<file path="config.mk">
export PLATFORM = sky130hd
export DESIGN_NAME = sleep_wake_ctrl
export DESIGN_NICKNAME = d
export VERILOG_FILES = /design/src/rtl/swc_pkg.sv /design/src/rtl/swc_pin_filter.sv /design/src/rtl/swc_regfile.sv /design/src/rtl/sleep_wake_ctrl.sv
export SDC_FILE = /design/constraint.sdc
export NUM_CORES = 1
export LEC_CHECK = 0
export ABC_CLOCK_PERIOD_IN_PS = 7100
export BUFFER_PORTS_ARGS = -buffer_cell sky130_fd_sc_hd__buf_2
export CAP_MARGIN = 20
export CELL_PAD_IN_SITES_DETAIL_PLACEMENT = 0
export CELL_PAD_IN_SITES_GLOBAL_PLACEMENT = 1
export CORE_MARGIN = 3
export CORE_UTILIZATION = 51
export DETAILED_ROUTE_END_ITERATION = 10
export GPL_TIMING_DRIVEN = 1
export PLACE_DENSITY = 0.83
export SLEW_MARGIN = 10
export SYNTH_ARGS = -nofsm -noshare
export SYNTH_HDL_FRONTEND = slang
export SYNTH_SLANG_ARGS = --single-unit
export TNS_END_PERCENT = 50
</file>
<file path="constraint.sdc">
create_clock -name clk -period 7.1 [get_ports clk]
set_input_delay 0.355 -clock clk [delete_from_list [all_inputs] [get_ports clk]]
set_output_delay 0.355 -clock clk [all_outputs]
set_load 0.03 [all_outputs]
</file>
<file path="src/rtl/swc_pkg.sv">
package swc_pkg;

    localparam int unsigned SWC_DW        = 32;
    localparam int unsigned SWC_MAX_PINS  = 16;
    localparam int unsigned SWC_CNT_W     = 16;
    localparam int unsigned SWC_SEL_W     = 3;

    // bit positions that software depends on
    localparam int unsigned SEL_LSB       = 24;
    localparam int unsigned RTC_EN_BIT    = 17;
    localparam int unsigned RTC_STAT_BIT  = 5;
    localparam int unsigned PIN_STAT_LSB  = 16;
    localparam int unsigned POL_LSB       = 16;
    localparam int unsigned KEY_LSB       = 24;
    localparam logic [7:0]  SHUT_KEY      = 8'hA5;

    typedef enum logic [1:0] {
        REG_CTRL = 2'd0,
        REG_MODE = 2'd1,
        REG_STAT = 2'd2,
        REG_WCFG = 2'd3
    } swc_reg_e;

    typedef enum logic {
        PWR_ON  = 1'b0,
        PWR_OFF = 1'b1
    } pwr_state_e;

    typedef struct packed {
        logic [SWC_SEL_W-1:0] sel;
        logic                 rtc_en;
    } swc_mode_t;

    function automatic logic [SWC_CNT_W-1:0] dbc_limit(input logic [SWC_SEL_W-1:0] sel);
        logic [SWC_CNT_W-1:0] lim;
        case (sel)
            3'd0:    lim = SWC_CNT_W'(0);
            3'd1:    lim = SWC_CNT_W'(3);
            3'd2:    lim = SWC_CNT_W'(32);
            3'd3:    lim = SWC_CNT_W'(512);
            3'd4:    lim = SWC_CNT_W'(4096);
            default: lim = SWC_CNT_W'(32768);
        endcase
        return lim;
    endfunction

    function automatic logic key_ok(input logic [SWC_DW-1:0] d);
        return (d[KEY_LSB +: 8] == SHUT_KEY) && d[0];
    endfunction

endpackage

</file>
<file path="src/rtl/swc_pin_filter.sv">
module swc_pin_filter #(
    parameter int unsigned CW = 16
) (
    input  logic          clk,
    input  logic          rst,
    input  logic          armed,
    input  logic          active,
    input  logic [CW-1:0] limit,
    output logic          hit
);

    logic [CW-1:0] run_q;

    always_ff @(posedge clk) begin
        if (rst || !armed || !active) begin
            run_q <= '0;
        end else if (run_q < limit) begin
            run_q <= run_q + CW'(1);
        end
    end

    assign hit = armed && active && (run_q >= limit);

endmodule

</file>
<file path="src/rtl/swc_regfile.sv">
module swc_regfile
    import swc_pkg::*;
#(
    parameter int unsigned NPINS = 16
) (
    input  logic                 clk,
    input  logic                 rst,
    input  logic                 wr_ok,
    input  logic                 rd_ok,
    input  swc_reg_e             idx,
    input  logic [SWC_DW-1:0]    wdata,
    input  logic [SWC_DW-1:0]    stat_set,
    output logic [SWC_DW-1:0]    rdata,
    output swc_mode_t            mode_o,
    output logic [NPINS-1:0]     pin_en_o,
    output logic [NPINS-1:0]     pin_pol_o,
    output logic                 shut_req_o,
    output logic [SWC_DW-1:0]    stat_o
);

    swc_mode_t          mode_q;
    logic [NPINS-1:0]   en_q;
    logic [NPINS-1:0]   pol_q;
    logic [SWC_DW-1:0]  stat_q;
    logic               stat_rd;

    assign stat_rd    = rd_ok && (idx == REG_STAT);
    assign shut_req_o = wr_ok && (idx == REG_CTRL) && key_ok(wdata);

    always_ff @(posedge clk) begin
        if (rst) begin
            mode_q <= '0;
            en_q   <= '0;
            pol_q  <= '0;
            stat_q <= '0;
        end else begin
            if (wr_ok && idx == REG_MODE) begin
                mode_q.sel    <= wdata[SEL_LSB +: SWC_SEL_W];
                mode_q.rtc_en <= wdata[RTC_EN_BIT];
            end
            if (wr_ok && idx == REG_WCFG) begin
                en_q  <= wdata[NPINS-1:0];
                pol_q <= wdata[POL_LSB +: NPINS];
            end
            stat_q <= (stat_rd ? '0 : stat_q) | stat_set;
        end
    end

    always_comb begin
        rdata = '0;
        case (idx)
            REG_MODE: begin
                rdata[SEL_LSB +: SWC_SEL_W] = mode_q.sel;
                rdata[RTC_EN_BIT]           = mode_q.rtc_en;
            end
            REG_STAT: rdata = stat_q;
            REG_WCFG: begin
                for (int i = 0; i < int'(NPINS); i++) begin
                    rdata[i]           = en_q[i];
                    rdata[POL_LSB + i] = pol_q[i];
                end
            end
            default: rdata = '0;
        endcase
    end

    assign mode_o    = mode_q;
    assign pin_en_o  = en_q;
    assign pin_pol_o = pol_q;
    assign stat_o    = stat_q;

endmodule

</file>
<file path="src/rtl/sleep_wake_ctrl.sv">
module sleep_wake_ctrl
    import swc_pkg::*;
#(
    parameter int unsigned NPINS = 16
) (
    input  logic              clk,
    input  logic              rst,
    input  logic              bus_wr,
    input  logic              bus_rd,
    input  logic [3:0]        bus_addr,
    input  logic [31:0]       bus_wdata,
    output logic [31:0]       bus_rdata,
    input  logic [NPINS-1:0]  wake_pin,
    input  logic              rtc_alarm,
    output logic              pwr_en
);

    localparam int unsigned CW = SWC_CNT_W;

    pwr_state_e         state_q;
    logic               aligned;
    logic               wr_ok;
    logic               rd_ok;
    swc_reg_e           idx;
    logic [31:0]        reg_rdata;
    swc_mode_t          mode;
    logic [NPINS-1:0]   pin_en;
    logic [NPINS-1:0]   pin_pol;
    logic               shut_req;
    logic [31:0]        stat_w;
    logic [31:0]        stat_set;
    logic [NPINS-1:0]   pin_act;
    logic [NPINS-1:0]   pin_hit;
    logic [CW-1:0]      limit;
    logic               armed;
    logic               rtc_hit;
    logic               wake_any;
    logic               rtc_en_w;

    assign aligned = (bus_addr[1:0] == 2'b00);
    assign wr_ok   = bus_wr && aligned;
    assign rd_ok   = bus_rd && aligned;
    assign idx     = swc_reg_e'(bus_addr[3:2]);

    swc_regfile #(.NPINS(NPINS)) u_regs (
        .clk        (clk),
        .rst        (rst),
        .wr_ok      (wr_ok),
        .rd_ok      (rd_ok),
        .idx        (idx),
        .wdata      (bus_wdata),
        .stat_set   (stat_set),
        .rdata      (reg_rdata),
        .mode_o     (mode),
        .pin_en_o   (pin_en),
        .pin_pol_o  (pin_pol),
        .shut_req_o (shut_req),
        .stat_o     (stat_w)
    );

    assign bus_rdata = aligned ? reg_rdata : '0;
    assign armed     = (state_q == PWR_OFF);
    assign limit     = dbc_limit(mode.sel);
    assign rtc_en_w  = mode.rtc_en;

    for (genvar i = 0; i < int'(NPINS); i++) begin : g_pin
        assign pin_act[i] = pin_en[i] && (wake_pin[i] == pin_pol[i]);
        swc_pin_filter #(.CW(CW)) u_flt (
            .clk    (clk),
            .rst    (rst),
            .armed  (armed),
            .active (pin_act[i]),
            .limit  (limit),
            .hit    (pin_hit[i])
        );
    end

    assign rtc_hit  = armed && rtc_en_w && rtc_alarm;
    assign wake_any = rtc_hit || (|pin_hit);

    always_comb begin
        stat_set = '0;
        stat_set[RTC_STAT_BIT] = rtc_hit;
        stat_set[PIN_STAT_LSB +: NPINS] = pin_hit;
    end

    always_ff @(posedge clk) begin
        if (rst) begin
            state_q <= PWR_ON;
        end else begin
            case (state_q)
                PWR_ON:  if (shut_req) state_q <= PWR_OFF;
                PWR_OFF: if (wake_any) state_q <= PWR_ON;
                default: state_q <= PWR_ON;
            endcase
        end
    end

    assign pwr_en = (state_q == PWR_ON);

endmodule

</file>
==> flow_summary.toml <==
[sta]
hold_viol = 0
finalSetupViolCount = 0
tightest_slew_ns = 1.03
period_share = 0.660
skew_ns = 0.0103
relSlewSlack = 0.311
period_needed_ns = 4.69
rsz0062_at_grt = "false"
finalSetupTns_ns = 0
slew_viol_final = 0
fmax_mhz = 213
setup_slack_ns = 2.41

[grt]
grt_first_pass_wirelength_mm = 65.6
antenna_found_initial = 0
globalRouteTotalUtil = 0.234
grt_max_degree = 62
overflow = 0
grt_pass1_vias = 13100

[setup_path]
crit_chain = "or3b_2 -> inv_1 -> ha_1 -> inv_1 -> a211oi_1 -> a211oi_1 -> a211oi_1 -> a21oi_1 -> a2111oi_0 -> nand4_1 -> o41ai_1"
crit_slowest_cell = "or3b_2"
max_stage_delay_ns = 0.78
critPathBufInv = 2
start_kind = "flip-flop"
cp_max_fo = 17
crit_family = "compound AO/OA/AOI/OAI gates"
setup.worst_path.class = "flip-flop to flip-flop"
required_ns = 7.50
worst_path_most_repeated_cell = "a211oi_1"
endpoint_kind = "flip-flop"
critPathArrivalTime_ns = 5.09

[status]
status = "completed"

[synthesis]
syn_inst = 1937
syn_area_per_cell_um2 = 8.40
synth_fa_ha_area_frac = 0.0862
synth-seq-cells = 310
yosysUniqueCellTypes = 62
synth_compound_gate_area_share = 0.0766
async_flop_share = 0
syn_area_um2 = 16300
synth-simple-area-share = 0.283
synthMuxAreaShare = 0.0225
synth_nets = 2106
ys_warn_count = 0
synthXorXnorAreaFrac = 0.123
synth-edff-count = 0
synth-seq-area-share = 0.382
synth_ff_type = "dfxtp_1"
synth_top_family_by_area = "simple AND/OR/NAND/NOR gates"

[clocking]
numCtsBuffers = 36
h-tree-depth = 2
clkTransAtPathRegs_ns = 0.06
clock-sinks = 310
cts.path.max_buffers = 3
cts_hold_buffers = 0
cts_tree = "done"
cts_root_buf = "clkbuf_16"
cts_resized = 0
clk_latency_ns = 0.51
postCtsSetupRepairBufs = 0

[layout]
area_growth_pct = 11.8
fillers = 2810
drive_above_1_share = 0.0819
final_nets = 2176
num_antenna_cells = 0

[pwr]
switching_share = 0.206
pwr_density_cell_nw_per_um2 = 203
p_seq_frac = 0.473
p_switching_uw = 760
power_frac_comb = 0.025
pwr-share-clk = 0.502
intPower_uw = 2930
vdd_ir_drop_max_v = 0.000146
finalPower_uw = 3690
p_leak_uw = 0.00681

[floorplan]
die_h_um = 185
die_w_um = 185
ios = 90
row_count = 64
dieArea_um2 = 34100
initial_core_util = 0.525
core_area_um2 = 31000

[place]
place_ws_ns = 2.43
port_buffers = 89
place_hpwl_mm = 27.9
place_congestion = 0.854

[route]
wl_mm = 39.9
drc_errors = 0
wl_per_cell_um = 16.5
num_vias = 13700
drtAntennaViolNets = 0
drtIter0Drc = 705
detail_route.first_pass.iterations = 5
vias_per_cell = 5.65

[worst_hold_path]
min-delay-path-class = "primary input to flip-flop"

[flow_run]
cap_violations = 0
[placed cells by master, fill, tap and decap left out, types with 6 or more instances in the layout]
cell       instances
ha_1             112
nor3_1            39
nor2b_1           13
and2_1            11
xnor2_1           74
nand4b_1          19
nand2_1          190
inv_1             50
o31ai_1            8
nand4_1           54
or3_1             38
and4_1            21
clkbuf_16         37
buf_2             89
o21ai_0           48
buf_4              8
a21oi_1           90
nor2_1           301
a22oi_1            6
and3_1            74
xor2_1           154
dfxtp_1          310
or4_1             19
mux2i_1           32
a211oi_1           6
clkbuf_1          10
nand3_1           97
nor4_1            27
a2111oi_0          9
nand2b_1          15
[per-layer routing]
layer	vias to the layer above	global-route usage	wire, µm
li1	6907	-	-
met1	6466	0.326	19300
met2	264	0.383	17900
met3	54	0.0341	1890
met4	0	0.0565	827
met5	-	0	0
[tightest hold or removal path, cell delays in order]
cell,delay (ns)
buf_2,0.10
nand2_1,0.05
a21oi_1,0.05
[state kept, by name, summed over array words and instances (netlist names)]
name and count:
u_regs.stat_o 17, armed 1, u_regs.mode_o 4, u_regs.pin_pol_o 16
g_pin.u_flt.run_q 256, u_regs.pin_en_o 16
[power by group through the flow]
stage                     combinational [µW]  clock, µW  sequential [µW]
final                                   91.6       1850             1740
after global routing                     100       1970             1740
after CTS                               91.1       1900             1740
after detailed placement                90.7          0             1780
after global placement                  90.1          0             1780
after floorplan                         53.4          0             1780
[metrics by stage]
step	instances	area (µm²)	hold slack, ns	utilization
2_1_floorplan	1937	16300	0.431	-
3_3_place_gp	2365	17000	0.443	0.549
3_5_place_dp	2365	17000	0.449	0.549
4_1_cts	2424	18200	0.0687	0.587
5_1_grt	2424	18200	0.0907	0.587
6_report	2424	18200	0.0846	0.587
[area by class of cell]
cell class | instances | area [µm²] | area share
Multi-Input combinational cell | 1512 | 9620 | 0.529
Sequential cell | 310 | 6210 | 0.341
Clock buffer | 52 | 1030 | 0.0568
Timing Repair Buffer | 97 | 505 | 0.0278
Tap cell | 396 | 495 | 0.0272
Inverter | 50 | 188 | 0.0103
Clock inverter | 7 | 138 | 0.00757
[worst paths after layout]
kind / from / endpoint / slack (ns) / cells past startpoint
max reg2reg: u_regs.mode_o[1] / armed / 2.41 / 11
min reg2reg: u_regs.stat_o[16] / u_regs.stat_o[16] / 0.46 / 2
max: u_regs.mode_o[1] / armed / 2.41 / 11
min: bus_wdata[2] / u_regs.pin_en_o[2] / 0.08 / 3
[cells by family after synthesis]
logic type / count (synthesis)
simple gates: 935
xor+xnor: 228
flops: 310
compound gates: 201
mux: 36
fa+ha+maj: 112
buf+inv: 115
[cell usage after synthesis, types with 10 or more instances]
cell type,n,area share
dfxtp_1,310,0.38
nor2_1,301,0.069
nand2_1,190,0.044
xor2_1,154,0.083
ha_1,112,0.086
nand3_1,97,0.030
a21oi_1,90,0.028
and3_1,74,0.028
xnor2_1,74,0.040
nand4_1,54,0.021
clkbuf_1,53,0.012
inv_1,50,0.012
o21ai_0,49,0.015
nor3_1,39,0.012
or3_1,38,0.015
mux2i_1,32,0.020
nor4_1,27,0.010
and4_1,21,0.011
nand4b_1,19,0.010
or4_1,19,0.0088
nand2b_1,15,0.0058
nor2b_1,13,0.0050
and2_1,11,0.0042
buf_1,10,0.0023
No activity file was read; power rests on OpenSTA's default activity.
